`src/rtl/cla2_pkg.sv`:
```
package cla2_pkg;
    // per-slice lookahead pair handed to the upper level
    typedef struct packed {
        logic gen;
        logic prop;
    } gp_pair_t;
endpackage

```
`src/rtl/cla2_lcu.sv`:
```
// Generic lookahead carry unit: every carry is a flat sum of products of
// generate/propagate terms and the carry-in, with no chaining.
module cla2_lcu #(
    parameter int N = 4
) (
    input  logic [N-1:0] gen_i,
    input  logic [N-1:0] prop_i,
    input  logic         cin_i,
    output logic [N-1:0] carry_o,   // carry into position k (carry_o[0] = cin_i)
    output logic         grp_gen_o,
    output logic         grp_prop_o
);
    logic [N-1:0] carry_d;
    logic         gg_d;
    logic         gp_d;

    always_comb begin
        carry_d = '0;
        for (int j = 0; j < N; j++) begin
            logic term;
            logic acc;
            acc = 1'b0;
            for (int k = 0; k < j; k++) begin
                term = gen_i[k];
                for (int m = k + 1; m < j; m++) begin
                    term = term & prop_i[m];
                end
                acc = acc | term;
            end
            term = cin_i;
            for (int m = 0; m < j; m++) begin
                term = term & prop_i[m];
            end
            carry_d[j] = acc | term;
        end
    end

    always_comb begin
        gg_d = 1'b0;
        gp_d = 1'b1;
        for (int k = 0; k < N; k++) begin
            logic term;
            term = gen_i[k];
            for (int m = k + 1; m < N; m++) begin
                term = term & prop_i[m];
            end
            gg_d = gg_d | term;
            gp_d = gp_d & prop_i[k];
        end
    end

    assign carry_o    = carry_d;
    assign grp_gen_o  = gg_d;
    assign grp_prop_o = gp_d;
endmodule

```
`src/rtl/cla2_slice.sv`:
```
// One lookahead slice: bit generate/propagate, flat carries, sum bits,
// and the slice-level pair.
module cla2_slice
    import cla2_pkg::*;
#(
    parameter int SW = 4
) (
    input  logic [SW-1:0] a_i,
    input  logic [SW-1:0] b_i,
    input  logic          cin_i,
    output logic [SW-1:0] sum_o,
    output gp_pair_t      pair_o
);
    logic [SW-1:0] bit_gen_d;
    logic [SW-1:0] bit_prop_d;
    logic [SW-1:0] carry_d;
    logic          gg_d;
    logic          gp_d;

    assign bit_gen_d  = a_i & b_i;
    assign bit_prop_d = a_i | b_i;

    cla2_lcu #(.N(SW)) u_lcu (
        .gen_i      (bit_gen_d),
        .prop_i     (bit_prop_d),
        .cin_i      (cin_i),
        .carry_o    (carry_d),
        .grp_gen_o  (gg_d),
        .grp_prop_o (gp_d)
    );

    assign sum_o       = a_i ^ b_i ^ carry_d;
    assign pair_o.gen  = gg_d;
    assign pair_o.prop = gp_d;
endmodule

```
`src/rtl/cla2_adder.sv`:
```
// Two-level lookahead adder: slices in parallel, group unit feeds slice carries.
module cla2_adder
    import cla2_pkg::*;
#(
    parameter int SLICE_W = 4,
    parameter int N_SLICE = 4
) (
    input  logic [SLICE_W*N_SLICE-1:0] a_in,
    input  logic [SLICE_W*N_SLICE-1:0] b_in,
    input  logic                       c_in,
    output logic [SLICE_W*N_SLICE-1:0] sum_o,
    output logic                       c_out,
    output logic                       grp_gen,
    output logic                       grp_prop
);
    localparam int W = SLICE_W * N_SLICE;

    gp_pair_t     pair_d [N_SLICE];
    logic [N_SLICE-1:0] slice_gen;
    logic [N_SLICE-1:0] slice_prop;
    logic [N_SLICE-1:0] slice_cin;
    logic         gg_d;
    logic         gp_d;

    for (genvar s = 0; s < N_SLICE; s++) begin : g_slice
        cla2_slice #(.SW(SLICE_W)) u_slice (
            .a_i    (a_in[s*SLICE_W +: SLICE_W]),
            .b_i    (b_in[s*SLICE_W +: SLICE_W]),
            .cin_i  (slice_cin[s]),
            .sum_o  (sum_o[s*SLICE_W +: SLICE_W]),
            .pair_o (pair_d[s])
        );
        assign slice_gen[s]  = pair_d[s].gen;
        assign slice_prop[s] = pair_d[s].prop;
    end

    cla2_lcu #(.N(N_SLICE)) u_group (
        .gen_i      (slice_gen),
        .prop_i     (slice_prop),
        .cin_i      (c_in),
        .carry_o    (slice_cin),
        .grp_gen_o  (gg_d),
        .grp_prop_o (gp_d)
    );

    assign grp_gen  = gg_d;
    assign grp_prop = gp_d;
    assign c_out    = gg_d | (gp_d & c_in);

    if (W < 2) begin : g_bad_cfg
        initial $error("cla2_adder: width must be at least 2");
    end
endmodule

```
`config.mk`:
```
export PLATFORM = sky130hd
export DESIGN_NAME = cla2_adder
export DESIGN_NICKNAME = d
export VERILOG_FILES = /design/src/rtl/cla2_pkg.sv /design/src/rtl/cla2_lcu.sv /design/src/rtl/cla2_slice.sv /design/src/rtl/cla2_adder.sv
export SDC_FILE = /design/constraint.sdc
export NUM_CORES = 1
export LEC_CHECK = 0
export BUFFER_PORTS_ARGS = -buffer_cell sky130_fd_sc_hd__buf_2
export CAP_MARGIN = 20
export CORE_UTILIZATION = 40
export DETAILED_ROUTE_END_ITERATION = 8
export PLACE_DENSITY = 0.74
export RECOVER_POWER = 50
export SLEW_MARGIN = 20
export SYNTH_ARGS = -nofsm -noshare
export SYNTH_HDL_FRONTEND = slang
export SYNTH_HIERARCHICAL = 1
export SYNTH_SLANG_ARGS = --single-unit
```
`constraint.sdc`:
```
create_clock -name vclk -period 4.2
set_input_delay 0.84 -clock vclk [all_inputs]
set_output_delay 0.84 -clock vclk [all_outputs]
set_load 0.02 [all_outputs]
```
==> metrics.csv, run 1 <==
metric,value,unit
Cell variety after synth,10,
CP max stage delay,250,ps
Crit path required time,3360,ps
GRT overflow,0,
final worst path period need,3510,ps
outcome,"complete, no violations",
Starting Density,0.438,
critical path capture point type,primary output,
"Net count, final",266,
share of the synthesized area in the top cell type,0.360,
clock buffers,0,
critical path's slowest cell,a31o_1,
Seq. cell area,0,um2
Detailed Route WL,1800,um
CTS resizes,0,
final setup fails,0,
initial antenna violation count,0,
Max-Cap Viols,0,
setup TNS,0,ps
FFs & Latches,0,
# hold bufs at CTS,0,
CP Cell Sequence,"buf_2, inv_1, ha_1, inv_1, a21oi_1, o21ai_0, a21o_1, a31o_1, a21o_1, a31o_1, xor2_1, buf_2",
Worst-Margin Slew,361,ps
Max Freq,285,MHz
diodes inserted,0,
Cell Pwr Density,152,nW/um2
slew margin rel.,0.757,
Die Ht,54.8,um
routability cong.,0.750,
DRT iter0 DRCs,5,
drt wl/cell,7.87,um
Post-Syn Instances,160,
CP Max Fanout,4,
first-pass GRT wire length,2950,um
Die W,54.8,um
crit start category,input pin,
Top Ports,52,
Routed Antenna Nets,0,
register area share after synthesis,0,
area grow syn2layout,17.0,%
count of input and output buffers,52,
largest net degree at the start of global routing,5,
post-CTS setup buffer count,0,
Placement Cell Area,1310,um2
crit share post-route,0.836,
synthesized cell area,1110,um2
Hold Path Class,input pin to primary output,
gr usage total,0.126,
number of remaining DRC errors,0,
Synthesis Warnings,6,
1st-pass router iterations,3,
Synth area leader,ha_1,
Die ar.,3000,um2
WS Path Type,input pin to primary output,
Max VDD drop,91.2,uV
syn avg cell area,6.96,um2
post-synth net total,225,
Final Instance Area,1300,um2
core footprint,2540,um2
drt via density,4.39,
vias,1005,
layout cells sized above 1,0.216,
RSZ-0062 raised after global routing,false,
Leakage,0.895,nW
dominant cells by area after synthesis,"ha_1 36%, inv_1 16%, xor2_1 13%",
detailed placer's ending HPWL,1690,um
Rows,18,
Worst Path Arrival,2670,ps
max-slew violations,0,
Fin. Hold Viols,0,
vias in the first global route,797,
worst max-delay path: cells and delay by family:
family / cells / cell delay (ps)
xor+xnor: 1 / 120
compound gates: 6 / 1180
fa+ha+maj: 1 / 130
buf+inv: 4 / 390
cell usage in the layout, fill, tap and decap left out, drive strengths merged:
| cell type | instances |
|---|---|
| buf | 43 |
| clkbuf | 9 |
| o21ai | 5 |
| xor2 | 16 |
| nor2 | 5 |
| a21o | 16 |
| nand2 | 10 |
| a31o | 5 |
| ha | 32 |
| a21oi | 10 |
| inv | 48 |
per-stage QoR:
| step | power (mW) | hold slack, ps | setup slack (ps) | cells | utilization |
|---|---|---|---|---|---|
| floorplan | 0.154 | 1870 | 787 | 160 | - |
| global placement | 0.202 | 2020 | 686 | 229 | 0.516 |
| detailed placement | 0.203 | 2020 | 681 | 229 | 0.516 |
| CTS | 0.205 | 2020 | 674 | 229 | 0.516 |
| global route | 0.223 | 2070 | 495 | 229 | 0.512 |
| finish | 0.198 | 2020 | 688 | 229 | 0.512 |
layout make-up:
cell class,instances,area (um2)
fillers,281,1240
inverters,48,180
multi-input cells,99,836
well taps,30,37.5
repair buffers,52,249
cells by family after synthesis:
kind of cell	Yosys count	synth area share
compound gates	36	0.215
xor+xnor	16	0.126
fa+ha+maj	32	0.360
buf+inv	61	0.249
simple gates	15	0.0506
cells in the mapped netlist (all sizes together):
master	n
inv	48
ha	32
a21o	16
xor2	16
buf	13
a21oi	10
nand2	10
a31o	5
nor2	5
o21ai	5
power by group:
part / internal (mW) / switching (mW)
Sequential: 0 / 0
Combinational: 0.0781 / 0.120
Clock: 0 / 0
path summary, 6_finish.rpt:
kind              cells past startpoint    start        end
setup / recovery                     12  a_in[1]  sum_o[15]
hold / removal                        3     c_in   sum_o[0]
routing by layer:
layer	routed length, um	track usage	vias up
met1	896	0.181	419
met2	799	0.221	29
met4	0	0	0
li1	-	-	557
met3	107	0	0
met5	0	0	-
No activity file was read; power rests on OpenSTA's default activity.
==> run 2, diff against run 1 <==
--- a/config.mk
+++ b/config.mk
@@ -5,6 +5,7 @@
 export SDC_FILE = /design/constraint.sdc
 export NUM_CORES = 1
 export LEC_CHECK = 0
+export ABC_AREA = 1
 export BUFFER_PORTS_ARGS = -buffer_cell sky130_fd_sc_hd__buf_2
 export CAP_MARGIN = 20
 export CORE_UTILIZATION = 40
==> constraint.sdc (replaced) <==
create_clock -name vclk -period 3.2
set_input_delay 0.64 -clock vclk [all_inputs]
set_output_delay 0.64 -clock vclk [all_outputs]
set_load 0.02 [all_outputs]
==> metrics.csv, run 2 <==
metric,value,unit
Max-Cap Viols,0,
CP max stage delay,280,ps
layout cells sized above 1,0.150,
Worst-Margin Slew,318,ps
crit share post-route,0.909,
"Net count, final",367,
area grow syn2layout,15.2,%
max-slew violations,0,
register area share after synthesis,0,
multi-input logic area,957,um2
post-synth net total,326,
# hold bufs at CTS,0,
Fin. Hold Viols,0,
Post-Syn Instances,261,
final worst path period need,2910,ps
critical path's slowest cell,nor2_1,
Placement Cell Area,1600,um2
Routed Antenna Nets,0,
Worst Path Arrival,2270,ps
Synthesis Warnings,6,
Max Freq,344,MHz
count of input and output buffers,52,
most frequent cells in the layout,"86 x inv_1, 80 x nand2_1, 45 x buf_2",
Max VDD drop,92.5,uV
gr usage total,0.141,
vias in the first global route,1210,
CTS resizes,0,
# fillers,368,
Die W,60.7,um
critical path capture point type,primary output,
Cell variety after synth,10,
DRT iter0 DRCs,46,
Detailed Route WL,2430,um
outcome,"complete, no violations",
"most common cell after layout, fill and taps aside",inv_1,
routability cong.,0.743,
number of remaining DRC errors,0,
crit start category,input pin,
largest net degree at the start of global routing,10,
dominant cells by area after synthesis,"ha_1 29%, inv_1 23%, nand2_1 22%",
Starting Density,0.437,
diodes inserted,0,
drt wl/cell,7.05,um
detailed placer's ending HPWL,2230,um
1st-pass router iterations,4,
post-CTS setup buffer count,0,
Cell Pwr Density,175,nW/um2
Top Family by Delay on Critical Path,simple AND/OR/NAND/NOR gates,
WS Path Type,input pin to primary output,
Die ar.,3680,um2
vias,1462,
Crit path required time,2560,ps
clock buffers,0,
CP Max Fanout,6,
setup TNS,0,ps
Worst path most repeated cell,nand2_1,
final setup fails,0,
share of the synthesized area in the top cell type,0.291,
top post-synthesis cells by count,"86 x inv_1, 80 x nand2_1, 32 x ha_1, 15 x nand3_1, 13 x buf_4",
Synth area leader,ha_1,
Buf/Inv on CP,5,
slew margin rel.,0.787,
syn avg cell area,5.28,um2
first-pass GRT wire length,4300,um
Seq. cell area,0,um2
initial antenna violation count,0,
Hold Slack,1700,ps
Top Ports,52,
Hold Path Class,input pin to primary output,
Leakage,1.21,nW
"count leader, synth",inv_1,
Final Instance Area,1590,um2
Rows,20,
CP Cell Sequence,"buf_2, inv_1, ha_1, inv_1, nand2_1, nor2_1, nand3_1, nand2_1, nor2_1, nand2_1, nand4_1, nand2_1, inv_1, nand2_1, nand2_1, buf_2",
Die Ht,60.7,um
drt via density,4.25,
GRT overflow,0,
synthesized cell area,1380,um2
RSZ-0062 raised after global routing,false,
FFs & Latches,0,
core footprint,3150,um2
## run 2: cell types whose count changed after synthesis, moves of 11 or more
cell | before | now
xor2_1 | 16 | 0
a21o_1 | 16 | 5
nand2_1 | 10 | 80
inv_1 | 48 | 86
nand3_1 | 0 | 15
## run 2: kinds of logic (layout without fill, tap and decap cells)
family | Yosys count | count (layout) | share of synthesized area
AND/OR/NAND/NOR | 110 | 110 | 0.322
buffers and inverters | 99 | 138 | 0.305
adder cells (fa/ha/maj) | 32 | 32 | 0.291
AO/OA/AOI/OAI | 20 | 20 | 0.0817
## run 2: worst paths after layout
check	slack (ps)	cells after the start	to	start
setup / recovery	290	16	sum_o[15]	a_in[5]
hold / removal	1700	4	c_out	c_in
## run 2: worst min-delay path, cell delays in order
cell and delay, ps:
buf_2 150, nand2_1 70, nand2_1 40, buf_2 150
## run 2: layer usage
metal	GRT usage	up-vias	wire, um
met1	0.190	608	1190
met2	0.261	29	1120
li1	-	825	-
met5	0	-	0
met4	0	0	0
met3	0.00853	0	115
## run 2: cell type report
| type | instances | share of cell area |
|---|---|---|
| tap | 44 | 0.0347 |
| multi-input combinational | 162 | 0.603 |
| inverter | 86 | 0.203 |
| timing repair buffer | 52 | 0.159 |
## run 2: power by group
part           switching (mW)  internal (mW)
clock                       0              0
combinational           0.176          0.102
sequential                  0              0
total                   0.176          0.102
## run 2: through the flow
step / utilization / setup slack [ps] / power, mW / cells
global route: 0.503 / 46.8 / 0.325 / 344
detailed placement: 0.506 / 291 / 0.284 / 344
finish: 0.503 / 292 / 0.278 / 344
CTS: 0.506 / 284 / 0.285 / 344
global placement: 0.506 / 334 / 0.279 / 344
floorplan: - / 637 / 0.220 / 261
